--- src/rtl/alu_bitslice_pkg.sv ---
package alu_bitslice_pkg;
   typedef enum logic [1:0] {
      OP_AND  = 2'b00,
      OP_OR   = 2'b01,
      OP_ADD  = 2'b10,
      OP_RSVD = 2'b11
   } alu_op_e;
endpackage

--- src/rtl/alu_slice.sv ---
module alu_slice
   import alu_bitslice_pkg::*;
(
   input  logic    a_bit,
   input  logic    b_bit,
   input  logic    inv_a,
   input  logic    inv_b,
   input  logic    c_in,
   input  alu_op_e op,
   output logic    r_bit,
   output logic    c_out
);
   logic a_c, b_c, sum;

   always_comb begin
      a_c   = inv_a ? ~a_bit : a_bit;
      b_c   = inv_b ? ~b_bit : b_bit;
      sum   = a_c ^ b_c ^ c_in;
      c_out = (a_c & b_c) | (c_in & (a_c | b_c));
      unique case (op)
         OP_AND:  r_bit = a_c & b_c;
         OP_OR:   r_bit = a_c | b_c;
         OP_ADD:  r_bit = sum;
         default: r_bit = 1'b0;
      endcase
   end
endmodule

--- src/rtl/alu_flag_unit.sv ---
module alu_flag_unit
   import alu_bitslice_pkg::*;
#(
   parameter int WIDTH = 4
) (
   input  logic [WIDTH-1:0] res,
   input  logic             c_msb_in,
   input  logic             c_msb_out,
   input  alu_op_e          op,
   input  logic             inv_a,
   input  logic             neg_b,
   output logic             zero,
   output logic             sign,
   output logic             carry,
   output logic             ovf,
   output logic             lt,
   output logic             eq
);
   logic is_add, is_sub, ovf_raw;

   always_comb begin
      is_add  = (op == OP_ADD);
      is_sub  = is_add & neg_b & ~inv_a;
      zero    = ~|res;
      sign    = res[WIDTH-1];
      ovf_raw = c_msb_in ^ c_msb_out;
      carry   = is_add & c_msb_out;
      ovf     = is_add & ovf_raw;
      lt      = is_sub & (sign ^ ovf_raw);
      eq      = is_sub & zero;
   end
endmodule

--- src/rtl/alu_bitslice.sv ---
module alu_bitslice
   import alu_bitslice_pkg::*;
#(
   parameter int WIDTH = 4
) (
   input  logic [WIDTH-1:0] a_in,
   input  logic [WIDTH-1:0] b_in,
   input  logic             inv_a,
   input  logic             neg_b,
   input  logic [1:0]       op_sel,
   output logic [WIDTH-1:0] result,
   output logic             flag_zero,
   output logic             flag_sign,
   output logic             flag_carry,
   output logic             flag_ovf,
   output logic             flag_lt,
   output logic             flag_eq
);
   localparam int MSB = WIDTH - 1;

   if (WIDTH < 2) begin : g_bad_width
      $error("alu_bitslice: WIDTH must be at least 2");
   end

   alu_op_e          op;
   logic [WIDTH:0]   chain;

   assign op       = alu_op_e'(op_sel);
   assign chain[0] = neg_b;

   for (genvar i = 0; i < WIDTH; i++) begin : g_slice
      alu_slice u_slice (
         .a_bit (a_in[i]),
         .b_bit (b_in[i]),
         .inv_a (inv_a),
         .inv_b (neg_b),
         .c_in  (chain[i]),
         .op    (op),
         .r_bit (result[i]),
         .c_out (chain[i+1])
      );
   end

   alu_flag_unit #(.WIDTH(WIDTH)) u_flags (
      .res       (result),
      .c_msb_in  (chain[MSB]),
      .c_msb_out (chain[WIDTH]),
      .op        (op),
      .inv_a     (inv_a),
      .neg_b     (neg_b),
      .zero      (flag_zero),
      .sign      (flag_sign),
      .carry     (flag_carry),
      .ovf       (flag_ovf),
      .lt        (flag_lt),
      .eq        (flag_eq)
   );
endmodule

--- config.mk ---
export PLATFORM = sky130hd
export DESIGN_NAME = alu_bitslice
export DESIGN_NICKNAME = d
export VERILOG_FILES = /design/src/rtl/alu_bitslice_pkg.sv /design/src/rtl/alu_slice.sv /design/src/rtl/alu_flag_unit.sv /design/src/rtl/alu_bitslice.sv
export SDC_FILE = /design/constraint.sdc
export NUM_CORES = 1
export LEC_CHECK = 0
export BUFFER_PORTS_ARGS = -buffer_cell sky130_fd_sc_hd__buf_2
export CAP_MARGIN = 20
export CORE_MARGIN = 3
export CORE_UTILIZATION = 29
export DETAILED_ROUTE_END_ITERATION = 10
export SLEW_MARGIN = 20
export SYNTH_ARGS = -nofsm -noshare
export SYNTH_HDL_FRONTEND = slang
export SYNTH_SLANG_ARGS = --single-unit
--- constraint.sdc ---
create_clock -name vclk -period 7.1
set_input_delay 0.71 -clock vclk [all_inputs]
set_output_delay 0.71 -clock vclk [all_outputs]
set_load 0.05 [all_outputs]
# [Word level (Yosys, flattened, before mapping)]
# Index checks and enable logic that the tools add are counted.
# W data, S select, Z words.
[op_classes] eq_ne=2 mux=12 n_bitwise=41 reduce_logical=3
[ops] op="$and A1 B1 Y1" n=14
[ops] op="$pmux W1 S3" n=4
[ops] op="$xor A1 B1 Y1" n=10
[ops] op="$not A1 Y1" n=9
[ops] op="$mux W1" n=8
[ops] op="$or A1 B1 Y1" n=8
[ops] op="$reduce_or A4 Y1" n=1
[ops] op="$eq A2 B1 Y1 const B" n=1
[ops] op="$eq A2 B2 Y1 const B" n=1
[ops] op="$logic_not A2 Y1" n=1
[ops] op="$logic_not A1 Y1" n=1
[totals] reg_bits=0 input_bits=12 word_cells=58

# [Logic depth before layout (Yosys ltp)]
# Gate-level depths: netlist of run 1.
[logic_depth] depth_word=14 depth_mapped=9

# [Modules after synthesis]
# A second synthesis of run 1 with hierarchy kept.
[unflattened] hier_cells=61 area_unflattened_um2=500.5
[by_module_without_submodules] mod="alu_slice" n_inst=4 cells_each=13 area_each_um2=102.6
[by_module_without_submodules] mod="alu_flag_unit" n_inst=1 cells_each=9 area_each_um2=90.1

# [Worst setup path before layout of run 1]
# Ideal clock, no wire load.
[synth_timing] path_kind="input to output" start="input port inv_a" end="output port flag_eq" arrival_time_ns=4.014 slack_ns=2.376 cell_stages=9 n_path_buf=1 path_cell_list="clkbuf_1 -> xnor2_1 -> inv_1 -> fa_1 -> fa_1 -> fa_1 -> a32oi_1 -> inv_1 -> nor4_2"
[synth_between] elab_chain_cells=13 word_cells_on_any_way=35 classes_between="8 x mux; 25 x bitwise; 2 x reduce/logical"
[synth_rtl] element="from (decl)" line="alu_bitslice.sv:8" rtl="input logic inv_a,"
[synth_rtl] element="$mux W1" line="alu_slice.sv:16" rtl="a_c = inv_a ? ~a_bit : a_bit;"
[synth_rtl] element="$or A1 B1 Y1" line="alu_slice.sv:19" rtl="c_out = (a_c & b_c) | (c_in & (a_c | b_c));"
[synth_rtl] element="$and A1 B1 Y1" line="alu_slice.sv:19"
[synth_rtl] element="$or A1 B1 Y1" line="alu_slice.sv:19"
[synth_rtl] element="$and A1 B1 Y1" line="alu_slice.sv:19"
[synth_rtl] element="$or A1 B1 Y1" line="alu_slice.sv:19"
[synth_rtl] element="$and A1 B1 Y1" line="alu_slice.sv:19"
[synth_rtl] element="$or A1 B1 Y1" line="alu_slice.sv:19"
[synth_rtl] element="$xor A1 B1 Y1" line="alu_slice.sv:18" rtl="sum = a_c ^ b_c ^ c_in;"
[synth_rtl] element="$pmux W1 S3 *" line="alu_slice.sv:20" rtl="unique case (op)"
[synth_rtl] element="named net flag_sign" line="alu_bitslice.sv:13" rtl="output logic flag_sign,"
[synth_rtl] element="$reduce_or A4 Y1 *" line="alu_flag_unit.sv:24" rtl="zero = ~|res;"
[synth_rtl] element="$logic_not A1 Y1 *" line="alu_flag_unit.sv:24"
[synth_rtl] element="$and A1 B1 Y1 *" line="alu_flag_unit.sv:30" rtl="eq = is_sub & zero;"
[synth_rtl] element="to (decl)" line="alu_bitslice.sv:17" rtl="output logic flag_eq"
# Mark *: on every way through the listed nets, which the timed path passes. The rest lies on a longest branch.

# [Worst setup path after layout of run 1]
[layout_timing] start="input port inv_a" end="output port flag_eq"
[layout_between] elab_chain_cells=13 word_cells_on_any_way=35 classes_between="8 x mux; 25 x bitwise; 2 x reduce/logical"
[layout_rtl] element="$mux W1" line="alu_slice.sv:16"
[layout_rtl] element="$or A1 B1 Y1" line="alu_slice.sv:19, alu_slice.sv:22"
[layout_rtl] element="$and A1 B1 Y1" line="alu_slice.sv:19"
[layout_rtl] element="$or A1 B1 Y1" line="alu_slice.sv:19"
[layout_rtl] element="$and A1 B1 Y1" line="alu_slice.sv:19"
[layout_rtl] element="$or A1 B1 Y1" line="alu_slice.sv:19"
[layout_rtl] element="$and A1 B1 Y1" line="alu_slice.sv:19"
[layout_rtl] element="$or A1 B1 Y1" line="alu_slice.sv:19"
[layout_rtl] element="$xor A1 B1 Y1" line="alu_slice.sv:18"
[layout_rtl] element="$pmux W1 S3" line="alu_slice.sv:20"
[layout_rtl] element="$reduce_or A4 Y1" line="alu_flag_unit.sv:24"
[layout_rtl] element="$logic_not A1 Y1" line="alu_flag_unit.sv:24"
[layout_rtl] element="$and A1 B1 Y1 *" line="alu_flag_unit.sv:30"
# Every way passes the cells marked *; elsewhere a longest branch is shown, timed or not.

==> results of run 1 <==
==> critical path, delay by kind of cell <==
family / cells / cell delay (ns)
adder cells (fa/ha/maj): 3 / 1.28
buffers and inverters: 3 / 0.58
AO/OA/AOI/OAI: 2 / 0.38
XOR/XNOR: 1 / 0.27
AND/OR/NAND/NOR: 1 / 0.25
==> metal layers <==
| metal | track usage, % | routed length, um |
|---|---|---|
| met5 | 0 | 0 |
| met4 | 0 | 0 |
| met3 | 0.612 | 78 |
| met2 | 10.5 | 379 |
| met1 | 12.1 | 448 |
==> final timing paths <==
kind	to	cells after the start	from
setup / recovery	flag_eq	10	inv_a
hold / removal	flag_ovf	4	op_sel[1]
==> cell families after synthesis <==
| family | after synthesis |
|---|---|
| buffers and inverters | 18 |
| adder cells (fa/ha/maj) | 11 |
| AO/OA/AOI/OAI | 5 |
| XOR/XNOR | 11 |
| AND/OR/NAND/NOR | 21 |
| multiplexers | 1 |
==> stage by stage <==
step                      total power [mW]  hold WS, ns  util, %
after floorplan                     0.0721         1.68        -
after global placement              0.0820         1.90     38.2
after detailed placement            0.0831         1.89     38.2
after CTS                           0.0832         1.90     38.2
after global routing                0.0900         1.93     38.2
final                               0.0823         1.89     38.2
==> power by group through the flow <==
stage	combinational (mW)	sequential, mW	clock, mW
6_report	0.0823	0	0
5_1_grt	0.0900	0	0
3_3_place_gp	0.0820	0	0
2_1_floorplan	0.0721	0	0
4_1_cts	0.0832	0	0
3_5_place_dp	0.0831	0	0
==> cells in the final DEF, fill, tap and decap left out, types with 2 or more instances in the layout <==
cell type and count:
sky130_fd_sc_hd__nand2_1 3, sky130_fd_sc_hd__nor2_1 4, sky130_fd_sc_hd__xnor2_1 4, sky130_fd_sc_hd__xor2_1 6, sky130_fd_sc_hd__ha_1 8, sky130_fd_sc_hd__nand2b_1 5
sky130_fd_sc_hd__inv_1 11, sky130_fd_sc_hd__buf_2 22, sky130_fd_sc_hd__a21oi_1 2, sky130_fd_sc_hd__fa_1 3
==> final cells by class <==
class | instances | share of cell area [%]
multi-input combinational | 49 | 70.9
inverter | 11 | 6.63
timing repair buffer | 22 | 17.7
tap | 24 | 4.82
==> load_flow_metrics.sql, run 1 <==
INSERT INTO impl_metrics (metric_group, metric, value, unit) VALUES
('floorplanning', 'initial_core_util', '33.1', '%'),
('global_route', 'largest_net_degree_at_the_start_of_global_routing', '10', ''),
('yosys', 'yosys.cell_types.count', '26', ''),
('detailed_routing', 'ant_nets', '0', ''),
('pwr', 'leakage', '0.341', 'nW'),
('yosys', 'synth_adder_area_share', '29.7', '%'),
('yosys', 'synth_compound_gate_area_share', '6.03', '%'),
('setup_path', 'path_common_cell', 'sky130_fd_sc_hd__fa_1', ''),
('global_route', 'grt_overflow', '0', ''),
('timing', 'timing.final.setup_violations', '0', ''),
('clock_network', 'cts-resized-gates', '0', ''),
('final_layout', 'multi_input_comb_area', '442', 'um2'),
('global_route', 'vias_in_the_first_global_route', '361', ''),
('setup_path', 'worstPathArrival', '3.47', 'ns'),
('yosys', 'synth_most_common_cell', 'sky130_fd_sc_hd__inv_1', ''),
('pwr', 'clkPwrFrac', '0', '%'),
('yosys', 'synth_xor_area_share', '19.3', '%'),
('placement', 'finalWeightedCongestion', '0.754', ''),
('timing', 'rsz0062_at_grt', 'false', ''),
('final_layout', 'diodes', '0', ''),
('yosys', 'synth.mux.area_fraction', '1.86', '%'),
('final_layout', 'final_net_count', '107', ''),
('detailed_routing', 'dr.first_iter.drc_count', '5', ''),
('final_layout', 'final_area', '623', 'um2'),
('yosys', 'synth_simple_gate_area_share', '25.1', '%'),
('detailed_routing', 'drt-vias-per-instance', '4.08', ''),
('timing', 'fin_tns_setup', '0', 'ns'),
('final_layout', 'design.seq.count', '0', ''),
('timing', 'period_share', '58.8', '%'),
('detailed_routing', 'dr_total_vias', '432', ''),
('pwr', 'powerDensity', '132', 'nW/um2'),
('yosys', 'area_of_the_mapped_netlist', '539', 'um2'),
('setup_path', 'critical_path_required', '6.39', 'ns'),
('timing', 'hold_violations', '0', ''),
('pwr', 'switching_share', '65.7', '%'),
('final_layout', 'area.growth.synth_to_final', '15.5', '%'),
('pwr', 'p_int', '0.0282', 'mW'),
('yosys', 'synthesis.instances', '67', ''),
('floorplanning', 'core_area', '1630', 'um2'),
('final_layout', 'seq_area', '0', 'um2'),
('setup_path', 'worst_path_largest_cell_delay', '0.45', 'ns'),
('timing', 'relSlewSlack', '79.0', '%'),
('final_layout', 'fillers', '190', ''),
('setup_path', 'largest_fanout_on_the_critical_path', '5', ''),
('final_layout', 'nClkBuffers', '0', ''),
('yosys', 'avgSynthCellArea', '8.05', 'um2'),
('setup_path', 'crit_path_cell_trace', 'buf_2, xnor2_1, a21oi_1, fa_1, fa_1, fa_1, a32oi_1, inv_1, nor4_2, buf_2', ''),
('detailed_routing', 'wl_per_cell', '8.55', 'um'),
('timing', 'max_clock_freq', '239', 'MHz'),
('floorplanning', 'dieWidth', '49.1', 'um'),
('yosys', 'synth_top_area_share', '18.6', '%'),
('setup_path', 'timing.critical_path.slowest_stage_cell', 'sky130_fd_sc_hd__fa_1', ''),
('global_route', 'grt_pass1_wl', '1550', 'um'),
('timing', 'timing.final.crit_period', '4.18', 'ns'),
('clock_network', 'cts_hold_repair.buffers', '0', ''),
('pwr', 'vdd.ir_drop.worst', '0.0473', 'mV'),
('setup_path', 'criticalPathCategory', 'input port to primary output', ''),
('yosys', 'main_combinational_cell_family_by_area_after_synthesis', 'adder cells', ''),
('placement', 'instance_area_at_placement', '623', 'um2'),
('floorplanning', 'die_height', '49.1', 'um'),
('final_layout', 'final-instance-count-excl-fill', '106', ''),
('detailed_routing', 'detail_route.drc_violations', '0', ''),
('yosys', 'seq_area_frac_synth', '0', '%'),
('final_layout', 'post_route_cells_drive_above_1_share', '35.4', '%'),
('floorplanning', 'ios', '22', ''),
('pwr', 'total_switching_power', '0.0541', 'mW'),
('outcome', 'status', 'complete, no violations', ''),
('timing', 'final_worst_setup_slack', '2.92', 'ns'),
('placement', 'io_buffers', '22', ''),
('detailed_routing', 'detailedRoute.firstPassIterationCount', '4', ''),
('detailed_routing', 'drt_wl_total', '906', 'um');
Note: power is estimated with default switching activity, not from simulation.
==> run 2, diff against run 1 <==
- clock period: 7.1 -> 3.8 ns (I/O delays scaled with it)
==> load_flow_metrics.sql, run 2 (synthesis gave the netlist of run 1 again) <==
INSERT INTO impl_metrics (metric_group, metric, value, unit) VALUES
('outcome', 'status', 'complete, no violations', ''),
('clock_network', 'cts-resized-gates', '0', ''),
('setup_path', 'worst_path_largest_cell_delay', '0.45', 'ns'),
('setup_path', 'largest_fanout_on_the_critical_path', '5', ''),
('timing', 'period_share', '93.6', '%'),
('setup_path', 'criticalPathCategory', 'input port to primary output', ''),
('timing', 'rsz0062_at_grt', 'false', ''),
('detailed_routing', 'dr_total_vias', '426', ''),
('detailed_routing', 'wl_per_cell', '9.45', 'um'),
('floorplanning', 'dieWidth', '49.1', 'um'),
('detailed_routing', 'drt_wl_total', '1000', 'um'),
('pwr', 'leakage', '0.343', 'nW'),
('placement', 'instance_area_at_placement', '632', 'um2'),
('detailed_routing', 'ant_nets', '0', ''),
('final_layout', 'area.growth.synth_to_final', '17.6', '%'),
('global_route', 'grt_pass1_wl', '1700', 'um'),
('final_layout', 'post_route_cells_drive_above_1_share', '35.4', '%'),
('timing', 'finalMaxSlewViolations', '0', ''),
('placement', 'io_buffers', '22', ''),
('final_layout', 'nClkBuffers', '0', ''),
('timing', 'relSlewSlack', '77.9', '%'),
('setup_path', 'worst_setup_path_startpoint', 'inv_a', ''),
('clock_network', 'postCtsSetupBuffers', '0', ''),
('final_layout', 'mostFrequentLayoutCell', 'sky130_fd_sc_hd__buf_2', ''),
('global_route', 'grt_overflow', '0', ''),
('setup_path', 'timing.critical_path.slowest_stage_cell', 'sky130_fd_sc_hd__fa_1', ''),
('setup_path', 'cpLargestDelayFamily', 'adder cells', ''),
('floorplanning', 'initial_core_util', '33.1', '%'),
('clock_network', 'cts_hold_repair.buffers', '0', ''),
('min_path', 'hold_path_depth', '4', ''),
('setup_path', 'worstPathArrival', '3.18', 'ns'),
('timing', 'max_clock_freq', '281', 'MHz'),
('detailed_routing', 'detail_route.drc_violations', '0', ''),
('final_layout', 'seq_area', '0', 'um2'),
('final_layout', 'most-common-layout-cells', 'sky130_fd_sc_hd__buf_2 (21), sky130_fd_sc_hd__inv_1 (11), sky130_fd_sc_hd__ha_1 (8)', ''),
('placement', 'finalWeightedCongestion', '0.693', ''),
('global_route', 'grt_antenna_before_repair', '0', ''),
('timing', 'timing.final.crit_period', '3.56', 'ns'),
('floorplanning', 'core_area', '1630', 'um2'),
('setup_path', 'critical_path_buf_inv_count', '3', ''),
('timing', 'timing.final.setup_violations', '0', ''),
('global_route', 'globalRouteTotalUtil', '8.39', '%'),
('floorplanning', 'die_height', '49.1', 'um'),
('global_route', 'vias_in_the_first_global_route', '395', ''),
('floorplanning', 'rows', '14', ''),
('final_layout', 'final_net_count', '107', ''),
('min_path', 'hold_path_class', 'input port to primary output', ''),
('detailed_routing', 'dr.first_iter.drc_count', '6', ''),
('final_layout', 'design.seq.count', '0', ''),
('min_path', 'hold-path-endpoint', 'flag_ovf', ''),
('timing', 'hold_violations', '0', ''),
('detailed_routing', 'detailedRoute.firstPassIterationCount', '3', ''),
('setup_path', 'crit_path_cell_trace', 'buf_2, xnor2_1, a21oi_1, fa_1, fa_1, fa_1, a32oi_1, inv_1, nor4_4, clkbuf_4', ''),
('final_layout', 'final_area', '634', 'um2'),
('final_layout', 'fillers', '175', ''),
('pwr', 'vdd.ir_drop.worst', '0.0893', 'mV'),
('flow_run', 'maxCapViolations', '0', ''),
('global_route', 'largest_net_degree_at_the_start_of_global_routing', '10', ''),
('final_layout', 'diodes', '0', ''),
('pwr', 'powerDensity', '252', 'nW/um2'),
('timing', 'fin_tns_setup', '0', 'ns'),
('setup_path', 'critical_path.endpoint_type', 'primary output', ''),
('floorplanning', 'ios', '22', ''),
('setup_path', 'critical_path_required', '3.42', 'ns'),
('min_path', 'timing.hold.worst.start', 'op_sel[1]', ''),
('timing', 'timing_worst_slew_pin_value', '0.331', 'ns'),
('floorplanning', 'die_ar', '2410', 'um2'),
('setup_path', 'path_common_cell', 'sky130_fd_sc_hd__fa_1', ''),
('detailed_routing', 'drt-vias-per-instance', '4.02', ''),
('setup_path', 'worstSetupStartpointType', 'input port', ''),
('placement', 'place_hpwl', '940', 'um');
[run 2: where the power goes]
| part | internal, mW | switching, mW | total (mW) |
|---|---|---|---|
| Clock | 0 | 0 | 0 |
| Combinational | 0.0542 | 0.105 | 0.160 |
| Sequential | 0 | 0 | 0 |
| Total | 0.0542 | 0.105 | 0.160 |
[run 2: layout make-up]
class | instances | area (um2) | area share [%]
Tap cell | 24 | 30.0 | 4.73
Inverter | 11 | 41.3 | 6.51
Timing Repair Buffer | 22 | 113 | 17.8
Multi-Input combinational cell | 49 | 450 | 71.0
[run 2: how the worst max path moves through the flow]
stage,to,slack [ns],cells after the start
6_report,flag_eq,0.24,10
5_1_grt,flag_eq,0.01,10
4_1_cts,flag_eq,0.20,10
3_5_place_dp,flag_eq,0.20,10
3_3_place_gp,flag_eq,0.28,10
2_1_floorplan,flag_zero,0.02,9
[run 2: worst min-delay path: cells and delay by family]
family / cells / cell delay [ns]
buffers and inverters: 2 / 0.34
AND/OR/NAND/NOR: 2 / 0.15
[run 2: layer usage]
layer,track usage [%],vias to the layer above,part of all wire (%)
met1,10.8,181,47
met5,0,-,0
li1,-,231,-
met3,0.917,0,5.9
met2,15.6,14,48
met4,0,0,0
[run 2: stage by stage]
step                      utilization, %  setup slack (ns)  cells  power [mW]  hold WS, ns
after floorplan                        -            0.0165     67       0.138         1.02
final                               38.9             0.243    106       0.160         1.25
after global placement              38.8             0.277    106       0.156         1.25
after global routing                38.9           0.00999    106       0.175         1.28
after CTS                           38.8             0.200    106       0.162         1.25
after detailed placement            38.8             0.199    106       0.162         1.25
